`config.mk`:
```
export PLATFORM = sky130hd
export DESIGN_NAME = mem_slot_arbiter
export DESIGN_NICKNAME = d
export VERILOG_FILES = /design/src/rtl/msa_pkg.sv /design/src/rtl/msa_slot_timer.sv /design/src/rtl/msa_slot_decode.sv /design/src/rtl/msa_wait_meter.sv /design/src/rtl/mem_slot_arbiter.sv
export SDC_FILE = /design/constraint.sdc
export NUM_CORES = 1
export LEC_CHECK = 0
export BUFFER_PORTS_ARGS = -buffer_cell sky130_fd_sc_hd__buf_4
export CAP_MARGIN = 20
export CORE_AREA = 2 2 39 41
export CTS_BUF_LIST = sky130_fd_sc_hd__clkbuf_8 sky130_fd_sc_hd__clkbuf_16
export DETAILED_ROUTE_END_ITERATION = 6
export DIE_AREA = 0 0 41 43
export GPL_TIMING_DRIVEN = 0
export PLACE_DENSITY = 0.69
export SKIP_CTS_REPAIR_TIMING = 1
export SLEW_MARGIN = 20
export SYNTH_ARGS = -nofsm -noshare
export SYNTH_HDL_FRONTEND = slang
export SYNTH_SLANG_ARGS = --single-unit
```
`constraint.sdc`:
```
create_clock -name clk -period 4 [get_ports clk]
set_input_delay 0.4 -clock clk [delete_from_list [all_inputs] [get_ports clk]]
set_output_delay 0.4 -clock clk [all_outputs]
set_load 0.02 [all_outputs]
```
`src/rtl/msa_pkg.sv`:
```
package msa_pkg;
  localparam int unsigned NUM_SLOTS = 4;
  localparam int unsigned SLOT_W    = $clog2(NUM_SLOTS);

  typedef enum logic [SLOT_W-1:0] {
    SLOT_CPU_A = 2'd0,
    SLOT_CPU_B = 2'd1,
    SLOT_VID_A = 2'd2,
    SLOT_VID_B = 2'd3
  } slot_e;
endpackage

```
`src/rtl/msa_slot_timer.sv`:
```
module msa_slot_timer
  import msa_pkg::*;
#(
  parameter int unsigned CLK_DIV = 4
) (
  input  logic  clk,
  input  logic  rst_n,
  output slot_e slot,
  output logic  slot_last
);
  localparam int unsigned DIV_W = (CLK_DIV > 1) ? $clog2(CLK_DIV) : 1;
  localparam logic [DIV_W-1:0] DIV_END = DIV_W'(CLK_DIV - 1);

  logic [DIV_W-1:0]  div_q;
  logic [SLOT_W-1:0] slot_nxt;

  assign slot_last = (div_q == DIV_END);
  assign slot_nxt  = slot + 2'd1;

  always_ff @(posedge clk or negedge rst_n) begin
    if (!rst_n) begin
      div_q <= '0;
      slot  <= SLOT_CPU_A;
    end else if (slot_last) begin
      div_q <= '0;
      slot  <= slot_e'(slot_nxt);
    end else begin
      div_q <= div_q + 1'b1;
    end
  end
endmodule

```
`src/rtl/msa_slot_decode.sv`:
```
module msa_slot_decode
  import msa_pkg::*;
(
  input  slot_e slot,
  input  logic  cfg_hires,
  input  logic  cfg_turbo,
  input  logic  blank,
  input  logic  cpu_valid,
  input  logic  cpu_rom,
  input  logic  vid_req,
  output logic  cpu_gnt,
  output logic  vid_gnt,
  output logic  rfsh_gnt
);
  logic rom_take;
  logic vid_owned;

  assign rom_take  = cpu_valid & cpu_rom & blank;
  assign vid_owned = (slot == SLOT_VID_A) | cfg_hires;

  always_comb begin
    cpu_gnt  = 1'b0;
    vid_gnt  = 1'b0;
    rfsh_gnt = 1'b0;
    unique case (slot)
      SLOT_CPU_A: cpu_gnt = cpu_valid;
      SLOT_CPU_B: cpu_gnt = cpu_valid & (cfg_turbo | cpu_rom);
      SLOT_VID_A, SLOT_VID_B: begin
        if (blank) begin
          cpu_gnt  = rom_take;
          rfsh_gnt = ~rom_take;
        end else begin
          vid_gnt  = vid_req & vid_owned;
        end
      end
      default: ;
    endcase
  end
endmodule

```
`src/rtl/msa_wait_meter.sv`:
```
module msa_wait_meter #(
  parameter int unsigned WAIT_W = 3
) (
  input  logic              clk,
  input  logic              rst_n,
  input  logic              slot_last,
  input  logic              cpu_valid,
  input  logic              cpu_gnt,
  output logic [WAIT_W-1:0] cpu_wait
);
  logic [WAIT_W-1:0] run_q;

  always_ff @(posedge clk or negedge rst_n) begin
    if (!rst_n) begin
      run_q    <= '0;
      cpu_wait <= '0;
    end else if (slot_last && cpu_gnt) begin
      cpu_wait <= run_q;
      run_q    <= '0;
    end else if (slot_last && cpu_valid) begin
      run_q    <= run_q + 1'b1;
    end else if (!cpu_valid) begin
      run_q    <= '0;
    end
  end
endmodule

```
`src/rtl/mem_slot_arbiter.sv`:
```
module mem_slot_arbiter
  import msa_pkg::*;
#(
  parameter int unsigned CLK_DIV = 4,
  parameter int unsigned WAIT_W  = 3
) (
  input  logic              clk,
  input  logic              rst_n,
  input  logic              cfg_hires,
  input  logic              cfg_turbo,
  input  logic              blank,
  input  logic              cpu_valid,
  input  logic              cpu_rom,
  output logic              cpu_ready,
  output logic [WAIT_W-1:0] cpu_wait,
  input  logic              vid_req,
  output logic              vid_gnt,
  output logic              rfsh_gnt,
  output logic [1:0]        slot_idx
);
  slot_e slot;
  logic  slot_last;
  logic  cpu_gnt;

  msa_slot_timer #(.CLK_DIV(CLK_DIV)) u_timer (
    .clk       (clk),
    .rst_n     (rst_n),
    .slot      (slot),
    .slot_last (slot_last)
  );

  msa_slot_decode u_decode (
    .slot      (slot),
    .cfg_hires (cfg_hires),
    .cfg_turbo (cfg_turbo),
    .blank     (blank),
    .cpu_valid (cpu_valid),
    .cpu_rom   (cpu_rom),
    .vid_req   (vid_req),
    .cpu_gnt   (cpu_gnt),
    .vid_gnt   (vid_gnt),
    .rfsh_gnt  (rfsh_gnt)
  );

  msa_wait_meter #(.WAIT_W(WAIT_W)) u_wait (
    .clk       (clk),
    .rst_n     (rst_n),
    .slot_last (slot_last),
    .cpu_valid (cpu_valid),
    .cpu_gnt   (cpu_gnt),
    .cpu_wait  (cpu_wait)
  );

  assign cpu_ready = cpu_gnt & slot_last;
  assign slot_idx  = slot;
endmodule

```
# After elaboration in Yosys (flattened, before gate mapping)
# Index checks and enable logic that the tools add are counted.
classes:
  bitwise: 8
  reduce_logical: 4
  muxes: 10
  n_eq_ne: 5
  addsub: 3
op_table:
  columns: ["cell", "n"]
  rows:
  - ["$mux 3", 3]
  - ["$eq 2x2->1 const B", 3]
  - ["$and 1x1->1", 5]
  - ["$mux 1", 5]
  - ["$add 2x1->2 const B", 2]
  - ["$add 3x1->3 const B", 1]
  - ["$ne 3x1->1 const B", 1]
  - ["$pmux 1 s3", 1]
  - ["$eq 2x1->1 const B", 1]
  - ["$logic_and 1x1->1", 2]
  - ["$logic_not 2->1", 1]
  - ["$mux 2", 1]
  - ["$or 1x1->1", 2]
  - ["$reduce_or 2->1", 1]
  - ["$not 1->1", 1]
totals:
  output_inout_bits: 8
  input_bits: 8
  elab_cells: 34
  regBits: 10

# Depth between registers and ports, before layout
logic_depth:
  word_depth: 6
  depth_mapped: 5
  mapped_depth_nobuf: 5

# Modules after synthesis
# A second synthesis with hierarchy kept.
hier_totals:
  hier_cells: 42
  area_unflattened_um2: 486.7
modules_own_cells:
  columns: ["module", "cells_per_inst", "area_per_inst_um2", "seq_area_each_um2", "n_inst"]
  rows:
  - ["msa_wait_meter", 22, 279.0, 150.1, 1]
  - ["msa_slot_timer", 10, 150.1, 100.1, 1]
  - ["msa_slot_decode", 9, 51.3, 0.0, 1]
  - ["mem_slot_arbiter", 1, 6.3, 0.0, 1]

# Least setup slack after synthesis
# OpenSTA, ideal clock, no wires.
synth_path:
  path_kind: "register to output"
  startpoint: "register u_timer.slot[0]"
  endpoint: "output port vid_gnt"
  stages_incl_launch_ff: 5
  setup_slack_ns: 2.252
  required_ns: 3.600
  arrival_time_ns: 1.348
  path_buffers: 0
  cell_sequence: "dfrtp_1 > inv_1 > ha_1 > a21oi_1 > nor3b_1"
synth_between:
  elab_chain_cells: 5
  elab_cells_between_ends: 7
  classes_between: "2 x eq/ne; 2 x mux; 2 x bitwise; 1 x reduce/logical"
synth_lines:
  columns: ["element", "line", "text"]
  rows:
  - ["start, declared", "msa_slot_timer.sv:8", "output slot_e slot,"]
  - ["start signal, assigned", "msa_slot_timer.sv:26", "slot <= slot_e'(slot_nxt);"]
  - ["$eq 2x2->1", "msa_slot_decode.sv:19, msa_slot_decode.sv:25", null]
  - ["$or 1x1->1", "msa_slot_decode.sv:19", "assign vid_owned = (slot == SLOT_VID_A) | cfg_hires;"]
  - ["$and 1x1->1", "msa_slot_decode.sv:33", "vid_gnt = vid_req & vid_owned;"]
  - ["$mux 1", "msa_slot_decode.sv:29", "if (blank) begin"]
  - ["$mux 1 *", "msa_slot_decode.sv:25", "unique case (slot)"]
  - ["end, declared", "mem_slot_arbiter.sv:17", "output logic vid_gnt,"]
# Every way passes the cells marked *; elsewhere a longest branch is shown, timed or not.

# Worst setup path after layout
layout_path:
  startpoint: "register u_timer.slot[0]"
  endpoint: "output port cpu_ready"
layout_between:
  elab_chain_cells: 4
  elab_cells_between_ends: 7
  classes_between: "3 x eq/ne; 1 x mux; 1 x bitwise; 2 x reduce/logical"
layout_lines:
  columns: ["element", "line", "text"]
  rows:
  - ["$eq 2x2->1", "msa_slot_decode.sv:25", null]
  - ["$reduce_or 2->1", "msa_slot_decode.sv:25", null]
  - ["$pmux 1 s3 *", "msa_slot_decode.sv:25", null]
  - ["$and 1x1->1 *", "mem_slot_arbiter.sv:54", "assign cpu_ready = cpu_gnt & slot_last;"]
  - ["end, declared", "mem_slot_arbiter.sv:14", "output logic cpu_ready,"]
# Marks and branches as above.

==> results.cfg <==
[run_status]
status = complete, no violations

[floorplanning]
io_pins = 16
die_h_um = 43
core.rowCount = 14
die_width_um = 41
core-area_sq_um = 1380
fp.dieArea_sq_um = 1760
initial_core_util_pct = 38.6

[setup_path]
max_stage_delay_ps = 430
cp_slowest_cell = dfrtp_1
end_kind = primary output
r2r-end = u_wait.cpu_wait[2]$_DFFE_PN0P_
critical_path_class = reg2out
crit_path_max_fanout = 5
worstRegToRegCells = 5
cp.arrival_ps = 1530
r2r_start = u_timer.slot[0]$_DFFE_PN0P_
regToRegSetupSlack_ps = 2390
cp_data_required_time_ps = 3600
path_cells = inv_1 > ha_1 > o211ai_2 > a31oi_4 > buf_4
cp-start-kind = flop

[global_route]
antenna_found_initial = 0
grt_start_max_net_pins = 11
grtUsageMet3_pct = 3.14
overflow = 0
grt_pass1_wl_mm = 1.68
met2_usage_pct = 18.1
top_usage_layer = met1
grt_pass1_vias = 398
grt_usage_pct = 14.0
grtUsageMet1_pct = 20.7

[finish]
nNetsFinal = 80
drive_gt1_share_pct = 41.5
fin_cells = 81
antenna_cells = 0
synthToLayoutAreaGrowth_pct = 37.0

[run]
max_cap_viol_count = 0

[timing]
tns_ps = 0
finalCritPeriodShare_pct = 48.3
setup_viol = 0
slew_headroom_pct = 86.1
period_needed_ps = 1930
slew_violations = 0
rsz0062_at_grt = false
skew_ps = 2.73
fmax_mhz = 517
hold_viol = 0
tightest_slew_ps = 208

[logic_synthesis]
synthesis.area_sq_um = 534
syn_avg_cell_area_sq_um = 11.9
ys.flop_type = dfrtp_1
synth_top_area_cell = dfrtp_1
synthTopCellsByArea = dfrtp_1 (47%), ha_1 (14%), mux2_2 (6.3%)
ys_types = 20
async_reset_ff_share_pct = 100
ys_seq_elements = 10
yosysWarnings = 0
synth_fp_nets = 59
synth-seq-area-share_pct = 46.8
syn_inst = 45
netlist.area_leader.share_pct = 46.8
synth_edf_count = 0

[clock_network]
cts_buffers = 3
cts-root-buf = clkbuf_8
clockBufferDepth = 2
cts.clk_slew.worst_paths_ps = 50
clk_latency_ps = 230
cts_htree_levels = 1
tritoncts = built
clock_sinks = 10

[placement]
placed_cells = 76
hpwlAfterDp_um = 748
gp_congestion = 0.648
portBuffers = 15

[pwr]
sw_frac_of_total_pct = 18.6
pwr-share-seq_pct = 42.9
power_density_nw_per_um2 = 327
power_frac_comb_pct = 4.8
ir_drop_v = 0.000286
pwr-share-clk_pct = 52.2
cell_internal_pwr_w = 0.000195
power.switching_w = 0.0000446
p_leak_nw = 0.383

[drt]
viasPerCell = 4.89
wl_per_cell_um = 11.7
drt-total-wl_um = 951
antenna_left = 0
post-route-drc-count = 0
first_pass_iters = 4
vias = 396
drt_iter0_drc = 6

[min_path]
hold_depth = 1
hold-path-endpoint = u_timer.div_q[0]$_DFF_PN0_
hp-start = u_timer.div_q[0]$_DFF_PN0_
hp-class = reg2reg
[how the worst max path moves through the flow]
stage,from,to,slack [ps],cells past startpoint
after floorplan,u_timer.slot[0]$_DFFE_PN0P_,vid_gnt,2250,4
after global placement,u_timer.slot[0]$_DFFE_PN0P_,cpu_ready,2300,5
after detailed placement,u_timer.slot[0]$_DFFE_PN0P_,cpu_ready,2310,5
after CTS,u_timer.slot[0]$_DFFE_PN0P_,cpu_ready,2050,5
after global routing,u_timer.slot[0]$_DFFE_PN0P_,cpu_ready,1950,5
final,u_timer.slot[0]$_DFFE_PN0P_,cpu_ready,2070,5
[layout make-up]
type	instances	area (sq um)
buffer	1	5.00
clock buffer	4	55.1
fill	123	652
inverter	4	15.0
multi-input combinational	30	264
sequential	10	250
tap	16	20.0
timing repair buffer	16	123
[worst max-delay path, delay by kind of cell, from the launching register on]
kind	cells	cell delay (ps)
compound gates	2	380
fa+ha+maj	1	200
buf+inv	2	280
flops	1	430
[power by group through the flow]
stage	combinational, W	clock [W]	sequential, W
after floorplan	0.00000156	0	0.000105
after global placement	0.0000107	0	0.000105
after detailed placement	0.0000111	0	0.000105
after CTS	0.0000111	0.000129	0.000103
after global routing	0.0000130	0.000135	0.000103
final	0.0000116	0.000125	0.000103
[cells in the final DEF, fill, tap and decap left out, types with 2 or more instances in the layout]
master	n
buf_4	15
dfrtp_1	10
ha_1	6
inv_1	4
clkbuf_8	4
o21ai_0	3
mux2_2	3
nand2_1	2
nor2_1	2
a21oi_1	2
a22o_1	2
[kinds of logic after synthesis]
family          Yosys count  synth area share, %
xor+xnor                  1                 1.64
buf+inv                   5                 3.75
mux                       3                 6.32
simple gates              9                 9.61
compound gates           11                 17.8
flops                    10                 46.8
fa+ha+maj                 6                 14.1
[routing by layer]
layer,up-vias,wire length (um)
li1,200,-
met1,185,458
met2,7,445
met3,4,32
met4,0,15
met5,-,0
[per-stage QoR]
step                      total power, W  cell area [sq um]  hold WS, ps  util [%]  setup slack [ps]
after detailed placement        0.000116                667          237      48.2              2310
after global placement          0.000115                667          231      48.2              2300
after floorplan                 0.000106                534          104         -              2250
after CTS                       0.000243                722        -14.8      52.2              2050
final                           0.000240                732          427      52.9              2070
after global routing            0.000251                732          456      52.9              1950
[Yosys cell counts, types with 2 or more instances]
| cell | n |
|---|---|
| mux2_2 | 3 |
| nand2_1 | 2 |
| a22o_1 | 2 |
| ha_1 | 6 |
| a21oi_1 | 2 |
| nor2_1 | 2 |
| o21ai_0 | 3 |
| dfrtp_1 | 10 |
| inv_1 | 4 |
[sequential cells by signal, summed over array words and instances, names as in the netlist]
register,flops
u_wait.run_q,3
u_timer.div_q,2
u_wait.cpu_wait,3
u_timer.slot,2
No activity file was read; power rests on OpenSTA's default activity.
